===== config.mk =====
export PLATFORM = sky130hd
export DESIGN_NAME = cascade_intc
export DESIGN_NICKNAME = d
export VERILOG_FILES = /design/src/rtl/cic_pkg.sv /design/src/rtl/cic_first_set.sv /design/src/rtl/cic_prog_port.sv /design/src/rtl/cic_req_gate.sv /design/src/rtl/cascade_intc.sv
export SDC_FILE = /design/constraint.sdc
export NUM_CORES = 1
export LEC_CHECK = 0
export ABC_AREA = 1
export BUFFER_PORTS_ARGS = -buffer_cell sky130_fd_sc_hd__clkbuf_2
export CORE_AREA = 5 5 93 138
export DETAILED_ROUTE_END_ITERATION = 7
export DIE_AREA = 0 0 98 143
export GPL_ROUTABILITY_DRIVEN = 0
export PLACE_DENSITY = 0.81
export SLEW_MARGIN = 20
export SYNTH_ARGS = -nofsm -noshare
export SYNTH_HDL_FRONTEND = slang
export SYNTH_HIERARCHICAL = 1
export SYNTH_SLANG_ARGS = --single-unit
export TNS_END_PERCENT = 20

===== constraint.sdc =====
create_clock -name clk -period 6.35 [get_ports clk]
set_input_delay 1.27 -clock clk [delete_from_list [all_inputs] [get_ports clk]]
set_output_delay 1.27 -clock clk [all_outputs]
set_load 0.01 [all_outputs]

===== src/rtl/cic_pkg.sv =====
package cic_pkg;
   localparam int DATA_W = 8;

   typedef enum logic [1:0] {
      PORT_PRI_CMD  = 2'd0,
      PORT_PRI_DATA = 2'd1,
      PORT_SEC_CMD  = 2'd2,
      PORT_SEC_DATA = 2'd3
   } port_sel_e;

   // command word fields
   localparam int CMD_INIT_BIT  = 4;
   localparam int CMD_STAT_BIT  = 3;
   localparam int CMD_EOI_BIT   = 5;
   localparam int CMD_SPEC_BIT  = 6;
   localparam logic [DATA_W-1:0] CMD_SHOW_ISR = 8'h0B;

   // configuration word fields latched at init start
   localparam int CFG_SINGLE_BIT = 1;
   localparam int CFG_NEED4_BIT  = 0;

   // option word field
   localparam int OPT_AEOI_BIT = 1;
endpackage


===== src/rtl/cic_first_set.sv =====
module cic_first_set #(
   parameter int N     = 8,
   parameter bit LOW_WINS = 1'b1
) (
   input  logic [N-1:0]         bits,
   output logic                 any,
   output logic [$clog2(N)-1:0] idx
);
   localparam int IDX_W = $clog2(N);

   assign any = |bits;

   generate
      if (LOW_WINS) begin : g_low
         always_comb begin
            idx = '0;
            for (int i = N - 1; i >= 0; i--) begin
               if (bits[i]) idx = IDX_W'(i);
            end
         end
      end else begin : g_high
         always_comb begin
            idx = '0;
            for (int i = 0; i < N; i++) begin
               if (bits[i]) idx = IDX_W'(i);
            end
         end
      end
   endgenerate
endmodule


===== src/rtl/cic_prog_port.sv =====
module cic_prog_port
   import cic_pkg::*;
#(
   parameter int N_IN = 8
) (
   input  logic              clk,
   input  logic              rst_n,
   input  logic              cmd_wr,
   input  logic              data_wr,
   input  logic              cmd_rd,
   input  logic [DATA_W-1:0] wdata,
   output logic [N_IN-1:0]   mask,
   output logic [DATA_W-1:0] base,
   output logic [DATA_W-1:0] casc,
   output logic              casc_set,
   output logic              aeoi,
   output logic              show_isr,
   output logic [N_IN-1:0]   eoi_clr
);
   localparam int IDX_W = $clog2(N_IN);
   localparam logic [DATA_W-1:0] BASE_KEEP = {DATA_W{1'b1}} << IDX_W;

   logic              init_q;
   logic              base_pend_q;
   logic [DATA_W-1:0] cfg_q;
   logic [N_IN-1:0]   mask_q;
   logic [DATA_W-1:0] base_q;
   logic [DATA_W-1:0] casc_q;
   logic              casc_set_q;
   logic              aeoi_q;
   logic              show_q;

   logic is_init_cmd, is_stat_cmd, is_eoi_cmd;
   assign is_init_cmd = cmd_wr && wdata[CMD_INIT_BIT];
   assign is_stat_cmd = cmd_wr && !wdata[CMD_INIT_BIT] && wdata[CMD_STAT_BIT];
   assign is_eoi_cmd  = cmd_wr && !wdata[CMD_INIT_BIT] && !wdata[CMD_STAT_BIT]
                        && wdata[CMD_EOI_BIT];

   always_ff @(posedge clk or negedge rst_n) begin
      if (!rst_n) begin
         init_q      <= 1'b0;
         base_pend_q <= 1'b0;
         cfg_q       <= '0;
         mask_q      <= '0;
         base_q      <= '0;
         casc_q      <= '0;
         casc_set_q  <= 1'b0;
         aeoi_q      <= 1'b0;
         show_q      <= 1'b0;
      end else begin
         if (is_init_cmd) begin
            init_q      <= 1'b1;
            base_pend_q <= 1'b1;
            casc_set_q  <= 1'b0;
            cfg_q       <= wdata;
         end else if (is_stat_cmd) begin
            if (wdata == CMD_SHOW_ISR) show_q <= 1'b1;
         end else if (cmd_rd && show_q) begin
            show_q <= 1'b0;
         end

         if (data_wr) begin
            if (!init_q) begin
               mask_q <= wdata[N_IN-1:0];
            end else if (base_pend_q) begin
               base_q      <= wdata & BASE_KEEP;
               base_pend_q <= 1'b0;
               if (cfg_q[CFG_SINGLE_BIT] && !cfg_q[CFG_NEED4_BIT]) init_q <= 1'b0;
            end else if (!cfg_q[CFG_SINGLE_BIT] && !casc_set_q) begin
               casc_q     <= wdata;
               casc_set_q <= 1'b1;
               if (!cfg_q[CFG_NEED4_BIT]) init_q <= 1'b0;
            end else begin
               if (wdata[OPT_AEOI_BIT]) aeoi_q <= 1'b1;
               init_q <= 1'b0;
            end
         end
      end
   end

   always_comb begin
      eoi_clr = '0;
      if (is_eoi_cmd) begin
         if (wdata[CMD_SPEC_BIT]) begin
            for (int i = 0; i < N_IN; i++) begin
               eoi_clr[i] = (wdata[2:0] == 3'(i));
            end
         end else begin
            eoi_clr = '1;
         end
      end
   end

   assign mask     = mask_q;
   assign base     = base_q;
   assign casc     = casc_q;
   assign casc_set = casc_set_q;
   assign aeoi     = aeoi_q;
   assign show_isr = show_q;
endmodule


===== src/rtl/cic_req_gate.sv =====
module cic_req_gate
   import cic_pkg::*;
#(
   parameter int N_IN     = 8,
   parameter int CASC_PIN = 2,
   parameter int CASC_ID  = 2
) (
   input  logic [2*N_IN-1:0] req,
   input  logic [N_IN-1:0]   pri_mask,
   input  logic [N_IN-1:0]   sec_mask,
   input  logic [N_IN-1:0]   pri_isr,
   input  logic [N_IN-1:0]   sec_isr,
   input  logic [DATA_W-1:0] pri_casc,
   input  logic [DATA_W-1:0] sec_casc,
   input  logic              pri_aeoi,
   output logic [N_IN-1:0]   pri_acc,
   output logic [N_IN-1:0]   sec_acc,
   output logic [N_IN-1:0]   pri_mark
);
   logic chain_ok;
   logic sec_open;

   assign chain_ok = pri_casc[CASC_PIN] && (sec_casc == DATA_W'(CASC_ID));
   assign sec_open = chain_ok && (pri_isr == '0);

   assign pri_acc = req[N_IN-1:0] & ~pri_mask & ~pri_isr;
   assign sec_acc = sec_open ? (req[2*N_IN-1:N_IN] & ~sec_mask & ~sec_isr) : '0;

   always_comb begin
      pri_mark = '0;
      if ((sec_acc != '0) && !pri_aeoi) pri_mark[CASC_PIN] = 1'b1;
   end
endmodule


===== src/rtl/cascade_intc.sv =====
module cascade_intc
   import cic_pkg::*;
#(
   parameter int N_IN      = 8,
   parameter int CASC_PIN  = 2,
   parameter int CASC_ID   = 2,
   parameter int ROUTE_IDX = 1
) (
   input  logic              clk,
   input  logic              rst_n,
   input  logic              wr_en,
   input  logic              rd_en,
   input  logic [1:0]        addr,
   input  logic [DATA_W-1:0] wdata,
   output logic [DATA_W-1:0] rdata,
   input  logic [2*N_IN-1:0] irq_req,
   input  logic              ack,
   output logic [DATA_W-1:0] vector,
   output logic              cpu_int
);
   localparam int N_CTL    = 2;
   localparam int IDX_W    = $clog2(N_IN);
   localparam int SPUR_IDX = N_IN - 1;

   // elaboration checks
   generate
      if (N_IN < 2 || N_IN > DATA_W || (1 << IDX_W) != N_IN) begin : g_bad_n
         $error("N_IN must be a power of two from 2 to 8");
      end
      if (CASC_PIN < 0 || CASC_PIN >= N_IN) begin : g_bad_pin
         $error("CASC_PIN out of range");
      end
      if (ROUTE_IDX < 0 || ROUTE_IDX >= N_IN) begin : g_bad_route
         $error("ROUTE_IDX out of range");
      end
      if (CASC_ID < 0 || CASC_ID >= (1 << DATA_W)) begin : g_bad_id
         $error("CASC_ID does not fit a data word");
      end
   endgenerate

   logic [N_IN-1:0]   mask_w   [N_CTL];
   logic [DATA_W-1:0] base_w   [N_CTL];
   logic [DATA_W-1:0] casc_w   [N_CTL];
   logic              cset_w   [N_CTL];
   logic              aeoi_w   [N_CTL];
   logic              show_w   [N_CTL];
   logic [N_IN-1:0]   eoi_w    [N_CTL];
   logic [N_IN-1:0]   irr_q    [N_CTL];
   logic [N_IN-1:0]   isr_q    [N_CTL];
   logic              any_w    [N_CTL];
   logic [IDX_W-1:0]  idx_w    [N_CTL];
   logic [N_IN-1:0]   ack_clr  [N_CTL];
   logic [N_IN-1:0]   ack_set  [N_CTL];
   logic [N_IN-1:0]   acc_w    [N_CTL];
   logic [N_IN-1:0]   mark_w   [N_CTL];

   genvar c;
   generate
      for (c = 0; c < N_CTL; c++) begin : g_ctl
         logic cmd_wr, data_wr, cmd_rd;
         assign cmd_wr  = wr_en && (addr == {1'(c), 1'b0});
         assign data_wr = wr_en && (addr == {1'(c), 1'b1});
         assign cmd_rd  = rd_en && (addr == {1'(c), 1'b0});

         cic_prog_port #(.N_IN(N_IN)) u_port (
            .clk      (clk),
            .rst_n    (rst_n),
            .cmd_wr   (cmd_wr),
            .data_wr  (data_wr),
            .cmd_rd   (cmd_rd),
            .wdata    (wdata),
            .mask     (mask_w[c]),
            .base     (base_w[c]),
            .casc     (casc_w[c]),
            .casc_set (cset_w[c]),
            .aeoi     (aeoi_w[c]),
            .show_isr (show_w[c]),
            .eoi_clr  (eoi_w[c])
         );

         cic_first_set #(.N(N_IN), .LOW_WINS(1'b1)) u_find (
            .bits (irr_q[c]),
            .any  (any_w[c]),
            .idx  (idx_w[c])
         );

         always_ff @(posedge clk or negedge rst_n) begin
            if (!rst_n) begin
               irr_q[c] <= '0;
               isr_q[c] <= '0;
            end else begin
               irr_q[c] <= (irr_q[c] & ~ack_clr[c]) | acc_w[c];
               isr_q[c] <= (isr_q[c] & ~eoi_w[c]) | ack_set[c] | mark_w[c];
            end
         end
      end
   endgenerate

   logic [N_IN-1:0] sec_mark_unused;

   cic_req_gate #(
      .N_IN(N_IN), .CASC_PIN(CASC_PIN), .CASC_ID(CASC_ID)
   ) u_gate (
      .req      (irq_req),
      .pri_mask (mask_w[0]),
      .sec_mask (mask_w[1]),
      .pri_isr  (isr_q[0]),
      .sec_isr  (isr_q[1]),
      .pri_casc (casc_w[0]),
      .sec_casc (casc_w[1]),
      .pri_aeoi (aeoi_w[0]),
      .pri_acc  (acc_w[0]),
      .sec_acc  (acc_w[1]),
      .pri_mark (mark_w[0])
   );
   assign sec_mark_unused = '0;
   assign mark_w[1]       = sec_mark_unused;

   // acknowledge: vector choice and bit updates
   always_comb begin
      for (int k = 0; k < N_CTL; k++) begin
         ack_clr[k] = '0;
         ack_set[k] = '0;
      end
      if (any_w[0]) begin
         vector = base_w[0] + DATA_W'(idx_w[0]);
         if (ack) begin
            ack_clr[0][idx_w[0]] = 1'b1;
            if (!aeoi_w[0]) ack_set[0][idx_w[0]] = 1'b1;
         end
      end else if (any_w[1]) begin
         if (ack) ack_clr[1][idx_w[1]] = 1'b1;
         if ((idx_w[1] == IDX_W'(ROUTE_IDX)) && cset_w[1]) begin
            vector = base_w[0] + casc_w[1];
         end else begin
            vector = base_w[1] + DATA_W'(idx_w[1]);
            if (ack && !aeoi_w[1]) ack_set[1][idx_w[1]] = 1'b1;
         end
      end else if (isr_q[0][CASC_PIN]) begin
         vector = base_w[1] + DATA_W'(SPUR_IDX);
      end else begin
         vector = base_w[0] + DATA_W'(SPUR_IDX);
      end
   end

   assign cpu_int = any_w[0] || any_w[1];

   // register read mux
   always_comb begin
      if (addr[0]) begin
         rdata = DATA_W'(mask_w[addr[1]]);
      end else if (show_w[addr[1]]) begin
         rdata = DATA_W'(isr_q[addr[1]]);
      end else begin
         rdata = DATA_W'(irr_q[addr[1]]);
      end
   end
endmodule


* Word level (Yosys, flattened, before mapping) *
Index checks and enable logic that the tools add are counted.

storage, ports and cells
  register bits after elaboration = 83
  input bits = 31
  word-level logic and storage cells = 227
  output and inout bits = 17

operators by class
  order comparisons = 5
  mux-type cells = 92
  bitwise logic cells = 30
  reductions and logical operators = 58
  add/subtract/negate cells = 5
  equal/unequal tests = 15

operators with widths
  operator                                                                      number
  8-bit two-way mux                                                             31
  8-bit bitwise AND                                                             8
  8-bit inverter                                                                8
  3-bit two-way mux                                                             16
  1-bit two-way mux                                                             43
  8-bit OR                                                                      4
  1-bit logical AND                                                             29
  8-bit by 3-bit adder with 8-bit output                                        2
  8-bit by 3-bit adder with 8-bit output, second input constant                 2
  8-bit OR reduction                                                            2
  3-bit == test, second input constant                                          4
  3-bit AND reduction                                                           4
  1-bit logical NOT                                                             10
  5-bit AND reduction                                                           2
  8-bit adder                                                                   1
  8-bit by 2-bit == test with 1-bit output, second input constant               1
  8-bit by 4-bit == test with 1-bit output, second input constant               1
  8-bit logical NOT                                                             1
  3-bit by 4-bit less-than comparator with 1-bit output, second input constant  2
  1-bit inverter                                                                8
  8-bit by 3-bit OR with 8-bit output                                           1
  4-bit AND reduction                                                           2
  8-bit nonzero test                                                            1
  1-bit demux with 3-bit select                                                 2
  13 further kinds                                                              20

* Longest topological paths before layout *
  depth after elaboration = 18
  gate-level depth with buffers = 19

* Cells and area by module *
Netlist, hierarchy kept.

by module, submodules not included
  module         area each (sq um)  cells each  instances  sequential area each (sq um)
  cascade_intc   2,935.3            444         1          800.8
  cic_prog_port  1,297.5            152         2          700.7
  cic_req_gate   394.1              83          1          0.0
  cic_first_set  98.8               22          2          0.0

* Least setup slack after synthesis *
No wires, ideal clock.

  path type = input to output
  start point = input addr[1]
  end point = output rdata[6]
  stages on the path = 8
  data arrival time = 2.111 ns
  setup slack = 2.969 ns
  path through = inv_1 -> nand2_1 -> nand2_1 -> buf_2 -> buf_2 -> o21ai_0 -> a21oi_1 -> o22ai_1

on the way
  longest elaborated chain between the ends = 6

RTL lines
  what                                                                                 line                 source
  from (decl)                                                                          cascade_intc.sv:13   input logic [1:0] addr,
  1-bit inverter with 2-bit output (not written as such) *                             -
  8-bit two-way mux (not written as such), or another cell as far along (3 in series)  cascade_intc.sv:155  rdata = DATA_W'(irr_q[addr[1]]);
  8-bit two-way mux                                                                    cascade_intc.sv:152  end else if (show_w[addr[1]]) begin
  8-bit two-way mux *                                                                  cascade_intc.sv:150  if (addr[0]) begin
  to (decl)                                                                            cascade_intc.sv:15   output logic [DATA_W-1:0] rdata,

Mark *: on every way between the ends. The rest lies on a longest branch, timed or not. The select of a mux whose other input is x is not followed.

* Worst setup path after layout *
  start point = input addr[1]
  end point = output rdata[0]

The elaborated chain is that of the path after synthesis.

==> flow_metrics.env <==
export IMPL_final_nets=938
export IMPL_clk_latency_ns=0.34
export IMPL_vias=5736
export IMPL_fin_setup_tns_ns=0
export IMPL_max_freq_ghz=0.2105
export IMPL_grt_max_degree=82
export IMPL_finalHoldViolCount=0
export IMPL_crit_path_end_kind="output pin"
export IMPL_status="finished clean"
export IMPL_routed_via_density=5.500
export IMPL_powerDensity_mw_per_mm2=455.7
export IMPL_required_ns=5.08
export IMPL_cts_tree="yes"
export IMPL_avgSynthCellArea_um2=6.858
export IMPL_drive_gt1_frac=0.1064
export IMPL_hold_class="reg -> reg"
export IMPL_rows=48
export IMPL_antenna_found_initial=0
export IMPL_drtAntennaViolNets=0
export IMPL_grt_pass1_wl_um=26770
export IMPL_syn2layout_area_growth_pct=9.827
export IMPL_drc=0
export IMPL_dieArea_mm2=0.01401
export IMPL_dpl_hpwl_um=12730
export IMPL_grt_overflow=0
export IMPL_fin_worst_skew_ns=0.007168
export IMPL_slew_violations=0
export IMPL_drtPass1Iterations=5
export IMPL_wl_per_cell_um=15.71
export IMPL_period_share=0.7482
export IMPL_cts_root_buffer="clkbuf_16"
export IMPL_start_util=0.5106
export IMPL_leakagePower_nw=3.468
export IMPL_cp_max_fo=23
export IMPL_maxCapViolations=0
export IMPL_num_io_pins=48
export IMPL_coreArea_mm2=0.01147
export IMPL_die_x_um=98
export IMPL_crit_arrival_ns=3.48
export IMPL_die_h_um=143
export IMPL_synth_area_mm2=0.005857
export IMPL_setup_viol=0
export IMPL_tightestPinTransition_ns=0.7457
export IMPL_cts_hold_buf=0
export IMPL_ys_warn_count=6
export IMPL_clk_path_buf_depth=2
export IMPL_fillCellCount=1101
export IMPL_wirelength_um=16380
export IMPL_drt_iter0_drc=443
export IMPL_htree_levels=3
export IMPL_grt_util_all_layers=0.2433
export IMPL_stdcell_area_mm2=0.006432
export IMPL_slew_headroom=0.5029
export IMPL_cts_setup_buffers=0
export IMPL_cts_buffers=9
export IMPL_placed_area_mm2=0.006111
export IMPL_p_total_mw=2.931
export IMPL_clkTransAtPathRegs_ns=0.05
export IMPL_numPortBuffers=47
export IMPL_rrSetupSlack_ns=3.88
export IMPL_post_cts_resized=0
export IMPL_diodes=0
export IMPL_regArea_mm2=0.002027
export IMPL_vdd_ir_drop_max_uv=246.8
export IMPL_multi_input_area_mm2=0.003054
export IMPL_grt_pass1_vias=5609
export IMPL_netlist_instances=854
export IMPL_rsz0062_at_grt="false"
export IMPL_path_class="in -> out"
export IMPL_period_minus_slack_ns=4.751
export IMPL_crit_path_start_kind="input pin"
export IMPL_cts_sinks=81
worst max-delay path, cell delays in order:
cell	delay, ns
clkbuf_2	0.30
inv_1	0.35
nand2_1	0.08
nand2_1	0.41
inv_1	0.32
nor2_1	0.22
o21ai_0	0.14
o22ai_1	0.20
clkbuf_2	0.17
routing by layer:
metal	wire length [um]	share of wire	global-route usage	up-vias
met5	0	0	0	-
met4	1379	0.084	0.1838	0
met3	990	0.060	0.03421	87
met2	8065	0.49	0.4228	251
met1	5948	0.36	0.2677	2631
li1	-	-	-	2767
state kept, by name, summed over array words and instances (netlist names):
| name | count |
|---|---|
| irr_q | 16 |
| isr_q | 16 |
| g_ctl.u_port/base_pend_q | 2 |
| g_ctl.u_port/show_isr | 2 |
| g_ctl.u_port/base | 10 |
| g_ctl.u_port/cfg_q | 4 |
| g_ctl.u_port/aeoi | 2 |
| g_ctl.u_port/init_q | 2 |
| g_ctl.u_port/mask | 16 |
| g_ctl.u_port/casc | 9 |
| g_ctl.u_port/casc_set | 2 |
through the flow:
stage / cells / setup slack [ns] / util / hold slack (ns)
final: 1043 / 1.599 / 0.5608 / 0.4832
after global routing: 1043 / 1.394 / 0.5608 / 0.5130
after floorplan: 864 / 2.969 / - / 0.4260
after global placement: 1029 / 1.797 / 0.5327 / 0.4682
after CTS: 1043 / 1.670 / 0.5604 / 0.4821
after detailed placement: 1029 / 1.679 / 0.5327 / 0.4684
worst paths after layout:
path / start / endpoint / cells after the start
worst max register to register: irr_q[15]$_DFF_PN0_ / irr_q[7]$_DFF_PN0_ / 10
worst max-delay path: addr[1] / rdata[0] / 9
max in group asynchronous: rst_n / irr_q[3]$_DFF_PN0_ / 1
worst min-delay path: g_ctl[0].u_port/show_isr$_DFFE_PN0P_ / g_ctl[0].u_port/show_isr$_DFFE_PN0P_ / 2
worst min register to register: g_ctl[0].u_port/show_isr$_DFFE_PN0P_ / g_ctl[0].u_port/show_isr$_DFFE_PN0P_ / 2
min in group asynchronous: rst_n / irr_q[15]$_DFF_PN0_ / 1
cell type report:
cell class | instances | share of cell area
multi-input cells | 590 | 0.4748
clock inverters | 3 | 0.01011
repair buffers | 47 | 0.03754
inverters | 161 | 0.09395
flip-flops and latches | 81 | 0.3151
well taps | 150 | 0.02918
clock buffers | 11 | 0.03929
placed cells by master, fill, tap and decap left out, types with 6 or more instances in the layout:
cell / instances
nand2_1: 196
inv_1: 155
nor2_1: 92
dfrtp_1: 81
nand3_1: 57
o21ai_0: 54
clkbuf_2: 46
a21oi_1: 32
o21ai_1: 17
o21bai_1: 14
ha_1: 14
conb_1: 13
clkbuf_16: 9
o21ai_2: 9
o22ai_1: 7
o32ai_1: 7
nor3_1: 7
mux2i_1: 6
a221o_1: 6
xor2_1: 6
nor2_2: 6
power breakdown:
group / switching [mW] / leakage (nW) / internal, mW / total [mW]
Clock: 0.199 / 0.157 / 0.361 / 0.560
Sequential: 0.231 / 0.965 / 0.706 / 0.937
Combinational: 0.913 / 2.35 / 0.522 / 1.43
(Power assumes the default switching activity.)
